===== config.mk =====
export PLATFORM = sky130hd
export DESIGN_NAME = irqc_regfile
export DESIGN_NICKNAME = d
export VERILOG_FILES = /design/src/rtl/irqc_pkg.sv /design/src/rtl/irqc_addr_decode.sv /design/src/rtl/irqc_prio_bank.sv /design/src/rtl/irqc_enable_bank.sv /design/src/rtl/irqc_ctx_ctrl.sv /design/src/rtl/irqc_regfile.sv
export SDC_FILE = /design/constraint.sdc
export NUM_CORES = 1
export LEC_CHECK = 0
export BUFFER_PORTS_ARGS = -buffer_cell sky130_fd_sc_hd__buf_2
export CAP_MARGIN = 20
export CORE_MARGIN = 4
export CORE_UTILIZATION = 26
export CTS_BUF_LIST = sky130_fd_sc_hd__clkbuf_8 sky130_fd_sc_hd__clkbuf_16
export DETAILED_ROUTE_END_ITERATION = 16
export PLACE_DENSITY_LB_ADDON = 0.12
export SLEW_MARGIN = 20
export SYNTH_ARGS = -nofsm -noshare
export SYNTH_HDL_FRONTEND = slang
export SYNTH_SLANG_ARGS = --single-unit

===== constraint.sdc =====
create_clock -name clk -period 3.1 [get_ports clk]
set_input_delay 0.155 -clock clk [delete_from_list [all_inputs] [get_ports clk]]
set_output_delay 0.155 -clock clk [all_outputs]
set_load 0.03 [all_outputs]

===== src/rtl/irqc_pkg.sv =====
package irqc_pkg;

    // Word-address (byte address >> 2) width and region bases
    localparam int unsigned WA_W        = 22;
    localparam logic [WA_W-1:0] EN_BASE_WA  = 22'h000800;   // byte 0x002000
    localparam logic [WA_W-1:0] CTX_BASE_WA = 22'h080000;   // byte 0x200000
    localparam int unsigned EN_STRIDE_LG  = 5;              // 0x80 bytes per context
    localparam int unsigned CTX_STRIDE_LG = 10;             // 0x1000 bytes per context
    localparam logic [WA_W-1:0] OFF_THRESH = 22'd0;
    localparam logic [WA_W-1:0] OFF_CLAIM  = 22'd1;

    typedef enum logic [2:0] {
        RGN_NONE,
        RGN_PRIO,
        RGN_ENABLE,
        RGN_THRESH,
        RGN_CLAIM
    } rgn_e;

    typedef struct packed {
        rgn_e            rgn;
        logic [WA_W-1:0] ctx;   // context index (enable / control regions)
        logic [WA_W-1:0] idx;   // source index (priority) or word index (enable)
    } dec_t;

    // Number of 32-bit enable words per context
    function automatic int unsigned words_for(input int unsigned nsrc);
        return (nsrc + 31) / 32;
    endfunction

    // True when the global enable bit is backed by storage
    function automatic bit en_bit_live(input int unsigned gbit, input int unsigned nsrc);
        return (gbit != 0) && (gbit < nsrc);
    endfunction

endpackage


===== src/rtl/irqc_addr_decode.sv =====
module irqc_addr_decode
    import irqc_pkg::*;
#(
    parameter int unsigned NUM_SRC   = 40,
    parameter int unsigned NUM_CTX   = 3,
    parameter int unsigned NUM_WORDS = 2
) (
    input  logic [WA_W-1:0] word_addr,
    output dec_t            dec
);

    localparam logic [WA_W-1:0] SRC_LIM  = WA_W'(NUM_SRC);
    localparam logic [WA_W-1:0] CTX_LIM  = WA_W'(NUM_CTX);
    localparam logic [WA_W-1:0] WORD_LIM = WA_W'(NUM_WORDS);

    logic [WA_W-1:0] en_off;
    logic [WA_W-1:0] cc_off;
    logic [WA_W-1:0] en_ctx;
    logic [WA_W-1:0] en_word;
    logic [WA_W-1:0] cc_ctx;
    logic [WA_W-1:0] cc_reg;

    always_comb begin
        en_off  = word_addr - EN_BASE_WA;
        cc_off  = word_addr - CTX_BASE_WA;
        en_ctx  = en_off >> EN_STRIDE_LG;
        en_word = en_off & WA_W'((1 << EN_STRIDE_LG) - 1);
        cc_ctx  = cc_off >> CTX_STRIDE_LG;
        cc_reg  = cc_off & WA_W'((1 << CTX_STRIDE_LG) - 1);
    end

    always_comb begin
        dec.rgn = RGN_NONE;
        dec.ctx = '0;
        dec.idx = '0;
        if (word_addr < EN_BASE_WA) begin
            if (word_addr != '0 && word_addr < SRC_LIM) begin
                dec.rgn = RGN_PRIO;
                dec.idx = word_addr;
            end
        end else if (word_addr < CTX_BASE_WA) begin
            if (en_ctx < CTX_LIM && en_word < WORD_LIM) begin
                dec.rgn = RGN_ENABLE;
                dec.ctx = en_ctx;
                dec.idx = en_word;
            end
        end else begin
            if (cc_ctx < CTX_LIM) begin
                dec.ctx = cc_ctx;
                if (cc_reg == OFF_THRESH)
                    dec.rgn = RGN_THRESH;
                else if (cc_reg == OFF_CLAIM)
                    dec.rgn = RGN_CLAIM;
            end
        end
    end

endmodule


===== src/rtl/irqc_prio_bank.sv =====
module irqc_prio_bank
    import irqc_pkg::*;
#(
    parameter int unsigned NUM_SRC = 40,
    parameter int unsigned PRIO_W  = 4
) (
    input  logic                        clk,
    input  logic                        rst,
    input  logic                        wr_en,
    input  logic [WA_W-1:0]             wr_idx,
    input  logic [PRIO_W-1:0]           wr_val,
    output logic [NUM_SRC*PRIO_W-1:0]   prio_flat
);

    // Source 0 has no storage; every other source owns one register.
    for (genvar s = 0; s < NUM_SRC; s++) begin : g_src
        if (s == 0) begin : g_none
            assign prio_flat[s*PRIO_W +: PRIO_W] = '0;
        end else begin : g_reg
            logic [PRIO_W-1:0] prio_q;
            always_ff @(posedge clk) begin
                if (rst)
                    prio_q <= '0;
                else if (wr_en && wr_idx == WA_W'(s))
                    prio_q <= wr_val;
            end
            assign prio_flat[s*PRIO_W +: PRIO_W] = prio_q;
        end
    end

endmodule


===== src/rtl/irqc_enable_bank.sv =====
module irqc_enable_bank
    import irqc_pkg::*;
#(
    parameter int unsigned NUM_SRC   = 40,
    parameter int unsigned NUM_CTX   = 3,
    parameter int unsigned NUM_WORDS = 2
) (
    input  logic                              clk,
    input  logic                              rst,
    input  logic                              wr_en,
    input  logic [WA_W-1:0]                   wr_ctx,
    input  logic [WA_W-1:0]                   wr_word,
    input  logic [31:0]                       wr_data,
    output logic [NUM_CTX*NUM_WORDS*32-1:0]   en_words
);

    logic unused_wr_bits;
    assign unused_wr_bits = ^wr_data;

    for (genvar c = 0; c < NUM_CTX; c++) begin : g_ctx
        for (genvar w = 0; w < NUM_WORDS; w++) begin : g_word
            logic word_sel;
            assign word_sel = wr_en && wr_ctx == WA_W'(c) && wr_word == WA_W'(w);
            for (genvar b = 0; b < 32; b++) begin : g_bit
                localparam int unsigned GBIT = w * 32 + b;
                localparam int unsigned POS  = (c * NUM_WORDS + w) * 32 + b;
                if (en_bit_live(GBIT, NUM_SRC)) begin : g_live
                    logic en_q;
                    always_ff @(posedge clk) begin
                        if (rst)
                            en_q <= 1'b0;
                        else if (word_sel)
                            en_q <= wr_data[b];
                    end
                    assign en_words[POS] = en_q;
                end else begin : g_tied
                    assign en_words[POS] = 1'b0;
                end
            end
        end
    end

endmodule


===== src/rtl/irqc_ctx_ctrl.sv =====
module irqc_ctx_ctrl
    import irqc_pkg::*;
#(
    parameter int unsigned NUM_CTX  = 3,
    parameter int unsigned PRIO_W   = 4,
    parameter int unsigned MAX_PRIO = 7,
    parameter int unsigned ID_W     = 6
) (
    input  logic                        clk,
    input  logic                        rst,
    input  logic                        thr_we,
    input  logic                        claim_re,
    input  logic                        cmpl_we,
    input  logic [WA_W-1:0]             sel_ctx,
    input  logic [PRIO_W-1:0]           thr_val,
    input  logic [ID_W-1:0]             cmpl_val,
    output logic [NUM_CTX*PRIO_W-1:0]   thresh_flat,
    output logic [NUM_CTX-1:0]          claim_rd,
    output logic [NUM_CTX-1:0]          complete_wr,
    output logic [ID_W-1:0]             complete_id
);

    localparam logic [PRIO_W-1:0] PRIO_CAP = PRIO_W'(MAX_PRIO);

    logic thr_ok;
    assign thr_ok = (thr_val <= PRIO_CAP);

    for (genvar c = 0; c < NUM_CTX; c++) begin : g_ctx
        logic [PRIO_W-1:0] thr_q;
        logic              hit;
        assign hit = (sel_ctx == WA_W'(c));

        always_ff @(posedge clk) begin
            if (rst)
                thr_q <= '0;
            else if (thr_we && hit && thr_ok)
                thr_q <= thr_val;
        end

        always_ff @(posedge clk) begin
            if (rst) begin
                claim_rd[c]    <= 1'b0;
                complete_wr[c] <= 1'b0;
            end else begin
                claim_rd[c]    <= claim_re && hit;
                complete_wr[c] <= cmpl_we && hit;
            end
        end

        assign thresh_flat[c*PRIO_W +: PRIO_W] = thr_q;
    end

    always_ff @(posedge clk) begin
        if (rst)
            complete_id <= '0;
        else if (cmpl_we)
            complete_id <= cmpl_val;
    end

endmodule


===== src/rtl/irqc_regfile.sv =====
module irqc_regfile
    import irqc_pkg::*;
#(
    parameter int unsigned NUM_SRC  = 40,
    parameter int unsigned NUM_CTX  = 3,
    parameter int unsigned PRIO_W   = 4,
    parameter int unsigned MAX_PRIO = 7,
    parameter int unsigned ID_W     = $clog2(NUM_SRC)
) (
    input  logic                        clk,
    input  logic                        rst,
    input  logic                        req_valid,
    output logic                        req_ready,
    input  logic                        req_write,
    input  logic [23:0]                 req_addr,
    input  logic [31:0]                 req_wdata,
    output logic                        rsp_valid,
    output logic [31:0]                 rsp_rdata,
    input  logic [NUM_CTX*ID_W-1:0]     claim_id,
    output logic [NUM_SRC*PRIO_W-1:0]   prio_flat,
    output logic [NUM_CTX*NUM_SRC-1:0]  enable_flat,
    output logic [NUM_CTX*PRIO_W-1:0]   thresh_flat,
    output logic [NUM_CTX-1:0]          claim_rd,
    output logic [NUM_CTX-1:0]          complete_wr,
    output logic [ID_W-1:0]             complete_id
);

    localparam int unsigned NUM_WORDS = words_for(NUM_SRC);

    logic [NUM_CTX*NUM_WORDS*32-1:0] en_words;
    dec_t  dec;
    logic  acc;
    logic  unused_byte_lane;
    logic [31:0] rd_next;

    assign req_ready        = 1'b1;
    assign acc              = req_valid && req_ready;
    assign unused_byte_lane = ^req_addr[1:0];

    irqc_addr_decode #(
        .NUM_SRC  (NUM_SRC),
        .NUM_CTX  (NUM_CTX),
        .NUM_WORDS(NUM_WORDS)
    ) u_dec (
        .word_addr(req_addr[23:2]),
        .dec      (dec)
    );

    irqc_prio_bank #(
        .NUM_SRC(NUM_SRC),
        .PRIO_W (PRIO_W)
    ) u_prio (
        .clk      (clk),
        .rst      (rst),
        .wr_en    (acc && req_write && dec.rgn == RGN_PRIO),
        .wr_idx   (dec.idx),
        .wr_val   (req_wdata[PRIO_W-1:0]),
        .prio_flat(prio_flat)
    );

    irqc_enable_bank #(
        .NUM_SRC  (NUM_SRC),
        .NUM_CTX  (NUM_CTX),
        .NUM_WORDS(NUM_WORDS)
    ) u_en (
        .clk     (clk),
        .rst     (rst),
        .wr_en   (acc && req_write && dec.rgn == RGN_ENABLE),
        .wr_ctx  (dec.ctx),
        .wr_word (dec.idx),
        .wr_data (req_wdata),
        .en_words(en_words)
    );

    irqc_ctx_ctrl #(
        .NUM_CTX (NUM_CTX),
        .PRIO_W  (PRIO_W),
        .MAX_PRIO(MAX_PRIO),
        .ID_W    (ID_W)
    ) u_ctx (
        .clk        (clk),
        .rst        (rst),
        .thr_we     (acc && req_write && dec.rgn == RGN_THRESH),
        .claim_re   (acc && !req_write && dec.rgn == RGN_CLAIM),
        .cmpl_we    (acc && req_write && dec.rgn == RGN_CLAIM),
        .sel_ctx    (dec.ctx),
        .thr_val    (req_wdata[PRIO_W-1:0]),
        .cmpl_val   (req_wdata[ID_W-1:0]),
        .thresh_flat(thresh_flat),
        .claim_rd   (claim_rd),
        .complete_wr(complete_wr),
        .complete_id(complete_id)
    );

    // Repack enable words into the per-source output bus
    for (genvar c = 0; c < NUM_CTX; c++) begin : g_en_out
        for (genvar s = 0; s < NUM_SRC; s++) begin : g_src
            assign enable_flat[c*NUM_SRC + s] = en_words[c*NUM_WORDS*32 + s];
        end
    end

    // Read data selection
    always_comb begin
        rd_next = '0;
        unique case (dec.rgn)
            RGN_PRIO: begin
                for (int s = 1; s < NUM_SRC; s++)
                    if (dec.idx == WA_W'(s))
                        rd_next = 32'(prio_flat[s*PRIO_W +: PRIO_W]);
            end
            RGN_ENABLE: begin
                for (int c = 0; c < NUM_CTX; c++)
                    for (int w = 0; w < NUM_WORDS; w++)
                        if (dec.ctx == WA_W'(c) && dec.idx == WA_W'(w))
                            rd_next = en_words[(c*NUM_WORDS + w)*32 +: 32];
            end
            RGN_THRESH: begin
                for (int c = 0; c < NUM_CTX; c++)
                    if (dec.ctx == WA_W'(c))
                        rd_next = 32'(thresh_flat[c*PRIO_W +: PRIO_W]);
            end
            RGN_CLAIM: begin
                for (int c = 0; c < NUM_CTX; c++)
                    if (dec.ctx == WA_W'(c))
                        rd_next = 32'(claim_id[c*ID_W +: ID_W]);
            end
            default: rd_next = '0;
        endcase
    end

    always_ff @(posedge clk) begin
        if (rst) begin
            rsp_valid <= 1'b0;
            rsp_rdata <= '0;
        end else begin
            rsp_valid <= acc;
            rsp_rdata <= (acc && !req_write) ? rd_next : 32'd0;
        end
    end

endmodule


### After elaboration in Yosys (flattened, before gate mapping)

Cells that the tools add are included.

| word-level totals | value |
|---|---|
| register bits after elaboration | 330 |
| input port bits | 78 |

| cells by class | value |
|---|---|
| add/subtract/negate cells | 2 |
| magnitude comparators | 7 |
| eq/ne operators | 46 |
| muxes and demuxes | 63 |
| bitwise gates (word level) | 1 |
| reductions and logical operators | 81 |

Operator list:

| kind | count |
|---|---|
| 2-to-1 mux 32 bit | 48 |
| equality test 22 x 5 -> 1 bit (second input constant) | 16 |
| equality test 22 x 4 -> 1 bit (second input constant) | 8 |
| equality test 22 x 6 -> 1 bit (second input constant) | 8 |
| one-hot mux 32 bit (4 select lines) | 1 |
| equality test 22 x 3 -> 1 bit (second input constant) | 4 |
| 2-to-1 mux 22 bit | 4 |
| logical AND 1 bit | 75 |
| equality test 22 x 2 -> 1 bit (second input constant) | 3 |
| zero test 22 bit | 3 |
| 2-to-1 mux 25 bit | 2 |
| 2-to-1 mux 46 bit | 1 |
| equality test 22 x 1 -> 1 bit (second input constant) | 2 |
| < comparator 22 x 12 -> 1 bit (second input constant) | 1 |
| < comparator 22 x 20 -> 1 bit (second input constant) | 1 |
| < comparator 22 x 6 -> 1 bit (second input constant) | 1 |
| nonzero test 22 bit | 1 |
| subtractor 22 x 12 -> 22 bit (second input constant) | 1 |
| subtractor 22 x 20 -> 22 bit (second input constant) | 1 |
| < comparator 17 x 2 -> 1 bit (second input constant) | 1 |
| < comparator 12 x 2 -> 1 bit (second input constant) | 1 |
| equality test 10 x 1 -> 1 bit (second input constant) | 1 |
| 2-to-1 mux 3 bit | 3 |
| 2-to-1 mux 4 bit | 2 |
| 10 further kinds | 11 |

### Depth between registers and ports, before layout

| logic depth | value |
|---|---|
| depth after elaboration | 47 |
| gate-level depth with buffers | 17 |
| mapped depth without buffers | 13 |

### Modules after synthesis

Synthesis repeated with hierarchy kept, for this count alone.

| second synthesis, totals | value |
|---|---|
| cell total of the unflattened synthesis | 2068 |
| area total of the unflattened synthesis | 18910.6 um^2 |

By module, submodules not included:

| module | instances | cells an instance | area each (um^2) | seq. area each (um^2) |
|---|---|---|---|---|
| irqc_prio_bank | 1 | 585 | 6369.9 | 3123.0 |
| irqc_enable_bank | 1 | 631 | 6212.2 | 2342.2 |
| irqc_regfile | 1 | 681 | 4788.3 | 660.6 |
| irqc_ctx_ctrl | 1 | 89 | 929.6 | 480.5 |
| irqc_addr_decode | 1 | 82 | 610.6 | 0.0 |

### Least setup slack after synthesis

Ideal clock, no wire load.

| path | value |
|---|---|
| path type | input to register |
| from | input port req_addr[17] |
| to | register rsp_rdata[3] |
| setup time | 0.117 ns |
| data arrival time | 2.690 ns |
| required time | 2.983 ns |
| path slack | 0.293 ns |
| stages | 13 |
| buffers on the path | 2 |
| path through | or4b_1 > mux2_4 > o311ai_4 > and3_1 > buf_4 > o21ai_4 > buf_2 > o221a_2 > o22ai_1 > o31ai_1 > o2111ai_1 > o21ai_1 > a22o_1 |

| on the way | value |
|---|---|
| word-level cells in the longest chain between the ends | 47 |
| elaborated cells between the ends (all ways) | 124 |
| those cells by class | add/sub (2); order compare (5); eq/ne (45); mux (61); reduce/logical (11) |

RTL lines:

| element | RTL line | RTL |
|---|---|---|
| start, declared | irqc_regfile.sv:15 | `input logic [23:0] req_addr,` |
| subtractor 22 x 12 -> 22 bit | irqc_addr_decode.sv:24 | `en_off = word_addr - EN_BASE_WA;` |
| < comparator 17 x 2 -> 1 bit | irqc_addr_decode.sv:42 | `if (en_ctx < CTX_LIM && en_word < WORD_LIM) begin` |
| logical AND 1 bit | irqc_addr_decode.sv:42 |  |
| 2-to-1 mux 46 bit | irqc_addr_decode.sv:42 |  |
| 2-to-1 mux 22 bit | irqc_addr_decode.sv:41 | `end else if (word_addr < CTX_BASE_WA) begin` |
| 2-to-1 mux 22 bit | irqc_addr_decode.sv:36 | `if (word_addr < EN_BASE_WA) begin` |
| equality test 22 x 1 -> 1 bit | irqc_regfile.sv:108, irqc_regfile.sv:114 |  |
| 2-to-1 mux 4 bit | irqc_regfile.sv:108 | `if (dec.idx == WA_W'(s))` |
| 2-to-1 mux 32 bit (38 in a row) | irqc_regfile.sv:108 |  |
| one-hot mux 32 bit (4 select lines) (*) | irqc_regfile.sv:105 | `unique case (dec.rgn)` |
| end signal, assigned | irqc_regfile.sv:137 | `rsp_rdata <= (acc && !req_write) ? rd_next : 32'd0;` |
| end, declared | irqc_regfile.sv:18 | `output logic [31:0] rsp_rdata,` |

Every way passes the cells marked *; elsewhere a longest branch is shown, timed or not.
A chain may end at the register's enable or synchronous reset.

### Worst setup path after layout

| path | value |
|---|---|
| from | input port req_addr[17] |
| to | register rsp_rdata[0] |

The elaborated chain is that of the path after synthesis.

==> impl_metrics.tcl <==
set metrics [dict create \
    cp_max_fo 10 \
    worstMarginPinSlew_ps 1230 \
    die_area_um2 65000 \
    fin_total_pwr_uw 9390 \
    vias 16600 \
    gp_congestion 0.934 \
    hpwlAfterDp_um 56900 \
    gr-total-overflow 0 \
    synthSimpleGateAreaFrac_pct 22.8 \
    yosys_warnings 0 \
    io_pins 416 \
    crit_end "rsp_rdata[0]" \
    min_period_ps 2860 \
    grtUsageTotal_pct 22.4 \
    synth.most_common_cell "nand2_1" \
    synth_top_family_by_area "simple AND/OR/NAND/NOR gates" \
    status "finished, final reports clean" \
    drive_gt1_share_pct 28.4 \
    synth_compound_area_share_pct 18.5 \
    wl_per_cell_um 23.2 \
    holdWs_ps 62.5 \
    die_x_um 255 \
    path_buf_inv 2 \
    yosys.area.top_type "dfxtp_1" \
    place_worst_setup_slack_ps -332 \
    ys_seq_area_share_pct 41.7 \
    cp_cell_sequence "buf_2, or4b_1, mux2_4, o311ai_4, and3_1, buf_12, o21ai_0, a221oi_1, a2bb2oi_1, o221ai_1, a211oi_1, o311ai_0, nand3_1" \
    final_util_pct 34.5 \
    rows 90 \
    path_depth 13 \
    reg2reg_depth 10 \
    slowest_delay_ps 540 \
    synthMuxAreaShare_pct 6.94 \
    finalWorstSetupSlack_ps 242 \
    start_util_pct 26.3 \
    crit_family "compound AO/OA/AOI/OAI gates" \
    grt_pass1_vias 16400 \
    tns_ps 0 \
    drt_iter0_markers 1116 \
    root_buffer "clkbuf_16" \
    peakVddDrop_v 0.000390 \
    syn_to_final_growth_pct 31.4 \
    core_region_area_um2 60400 \
    slew_viol_final 0 \
    synth_area_per_cell_um2 7.78 \
    r2r_end "rsp_rdata[3]" \
    worstSetupStartpoint "req_addr[17]" \
    fin_skew_ps 19.4 \
    worst_setup_path_end_kind "flop" \
    drc 0 \
    clkTransAtPathRegs_ps 60 \
    firstDrtPassIters 5 \
    synthTopCellsByCount "416 x nand2_1, 330 x dfxtp_1, 280 x a21oi_1, 174 x nor2_1, 127 x buf_4" \
    clock.fmax_ghz 0.350 \
    antenna_found_initial 2 \
    netlist.area_leader.share_pct 41.7 \
    arrival_ps 3360 \
    crit_path_start_kind "input pin" \
    nNetsFinal 2545 \
    routed_wl_um 76200 \
    synth_cell_types 81 \
    syn-cell-area_um2 15800 \
    synth_seq_cells 330 \
    ant_nets 0 \
    die_h_um 255 \
    clock-sinks 330 \
    synthTopCellsByArea "dfxtp_1 42%, nand2_1 9.9%, a21oi_1 8.8%, mux2i_1 6.6%, buf_4 6.0%" \
    synthAdderAreaFrac_pct 0.158 \
    r2r-start "u_prio.g_src[11].g_reg.prio_q[3]" \
    maxCapViolCount 0 \
    cts_max_level 2 \
    required_ps 3610 \
    cp_slowest_cell "or4b_1" \
    synthXorXnorAreaFrac_pct 0.166 \
    synth-edff-count 0 \
    fillers 6403 \
    grt_start_max_net_pins 222 \
    period_share_pct 92.2 \
    finalHoldViolCount 0 \
    power_leakage_uw 0.00894 \
    setup.worst_path.class "in2reg" \
    cts_tree "yes" \
    via_per_inst 5.05 \
    relSlewSlack_pct 17.8 \
    hp-class "in2reg" \
    p_per_area_nw_per_um2 451 \
    grt_setup_unrepaired "false" \
    synth_ff_type "dfxtp_1" \
    async_reset_ff_share_pct 0 \
    clk_latency_ps 580 \
    ctsLongestPathBuffers 3 \
    finalSetupViolations 0 \
    rrSetupSlack_ps 620 \
    port-buffer-count 405 \
    grt_pass1_wl_um 110000 \
    syn_inst 2037 \
    cts-buffers-inserted 41 \
]
[per-stage QoR]
step                      area (um^2)  cells
after global placement          19200   3172
after detailed placement        19200   3172
after floorplan                 15900   2043
after CTS                       20800   3279
after global routing            20800   3279
final                           20800   3280
[final cells by class]
| class | instances | area (um^2) | share of cell area [%] |
|---|---|---|---|
| antenna | 1 | 2.50 | 0.0120 |
| clock buffer | 49 | 1140 | 5.46 |
| clock inverter | 26 | 181 | 0.871 |
| inverter | 7 | 26.3 | 0.126 |
| multi-input combinational | 1439 | 7750 | 37.2 |
| sequential | 330 | 6610 | 31.7 |
| tap | 782 | 978 | 4.70 |
| timing repair buffer | 646 | 4140 | 19.9 |
[worst min-delay path, cell delays in order]
cell	delay (ps)
buf_2	70
nand2_1	40
a21oi_1	110
a21oi_1	60
o22ai_1	140
[cells by family (layout without fill, tap and decap cells)]
group	after synthesis	in the layout
other cells	2	9
mux	109	109
flops	330	330
compound gates	484	484
buf+inv	274	728
simple gates	833	833
xor+xnor	3	3
fa+ha+maj	2	2
[worst min-delay path by stage]
stage	slack [ps]	depth (start not counted)	endpoint	startpoint
floorplan	290	2	u_en.g_ctx[2].g_word[0].g_bit[10].g_live.en_q	req_wdata[10]
global placement	420	3	u_en.g_ctx[2].g_word[0].g_bit[19].g_live.en_q	req_wdata[19]
finish	60	5	rsp_rdata[4]	claim_id[4]
CTS	40	5	rsp_rdata[5]	claim_id[5]
detailed placement	430	3	u_en.g_ctx[0].g_word[0].g_bit[24].g_live.en_q	req_wdata[24]
global route	100	5	rsp_rdata[5]	claim_id[5]
[cell usage in the layout, fill, tap and decap left out, types with 41 or more instances in the layout]
cell type,instances
a21oi_1,280
nand3_1,123
mux2i_1,105
clkbuf_16,41
buf_4,192
buf_2,404
nand2_1,416
dfxtp_1,330
o21ai_0,53
nor2_1,172
[power by group]
group	switching (uW)	leakage [uW]	internal [uW]	total, uW
clock network	2040	0.000699	2640	4670
registers	0.223	0.00266	4240	4240
logic	312	0.00558	157	469
total	2350	0.00894	7040	9390
[registers in the layout, indices dropped and copies added, names as in the netlist]
signal,count
u_ctx.complete_wr,3
rsp_rdata,32
u_ctx.claim_rd,3
u_ctx.complete_id,6
u_prio.g_src.g_reg.prio_q,156
u_ctx.g_ctx.thr_q,12
rsp_valid,1
u_en.g_ctx.g_word.g_bit.g_live.en_q,117
[per-layer routing]
layer  vias to the layer above  global-route usage [%]  share of wire [%]
met5                         -                       0                  0
met3                        95                    3.78                6.5
met2                       591                    38.0                 48
met4                         0                    5.55                2.3
li1                       7823                       -                  -
met1                      8061                    29.8                 44
[repair_timing]
| item | CTS | global route |
|---|---|---|
| gates resized for setup | 0 | 0 |
| endpoints found under the hold margin | 101 | 0 |
| buffers inserted | 0 | 0 |
| hold buffers | 32 | 0 |
Note: power is estimated with default switching activity, not from simulation.
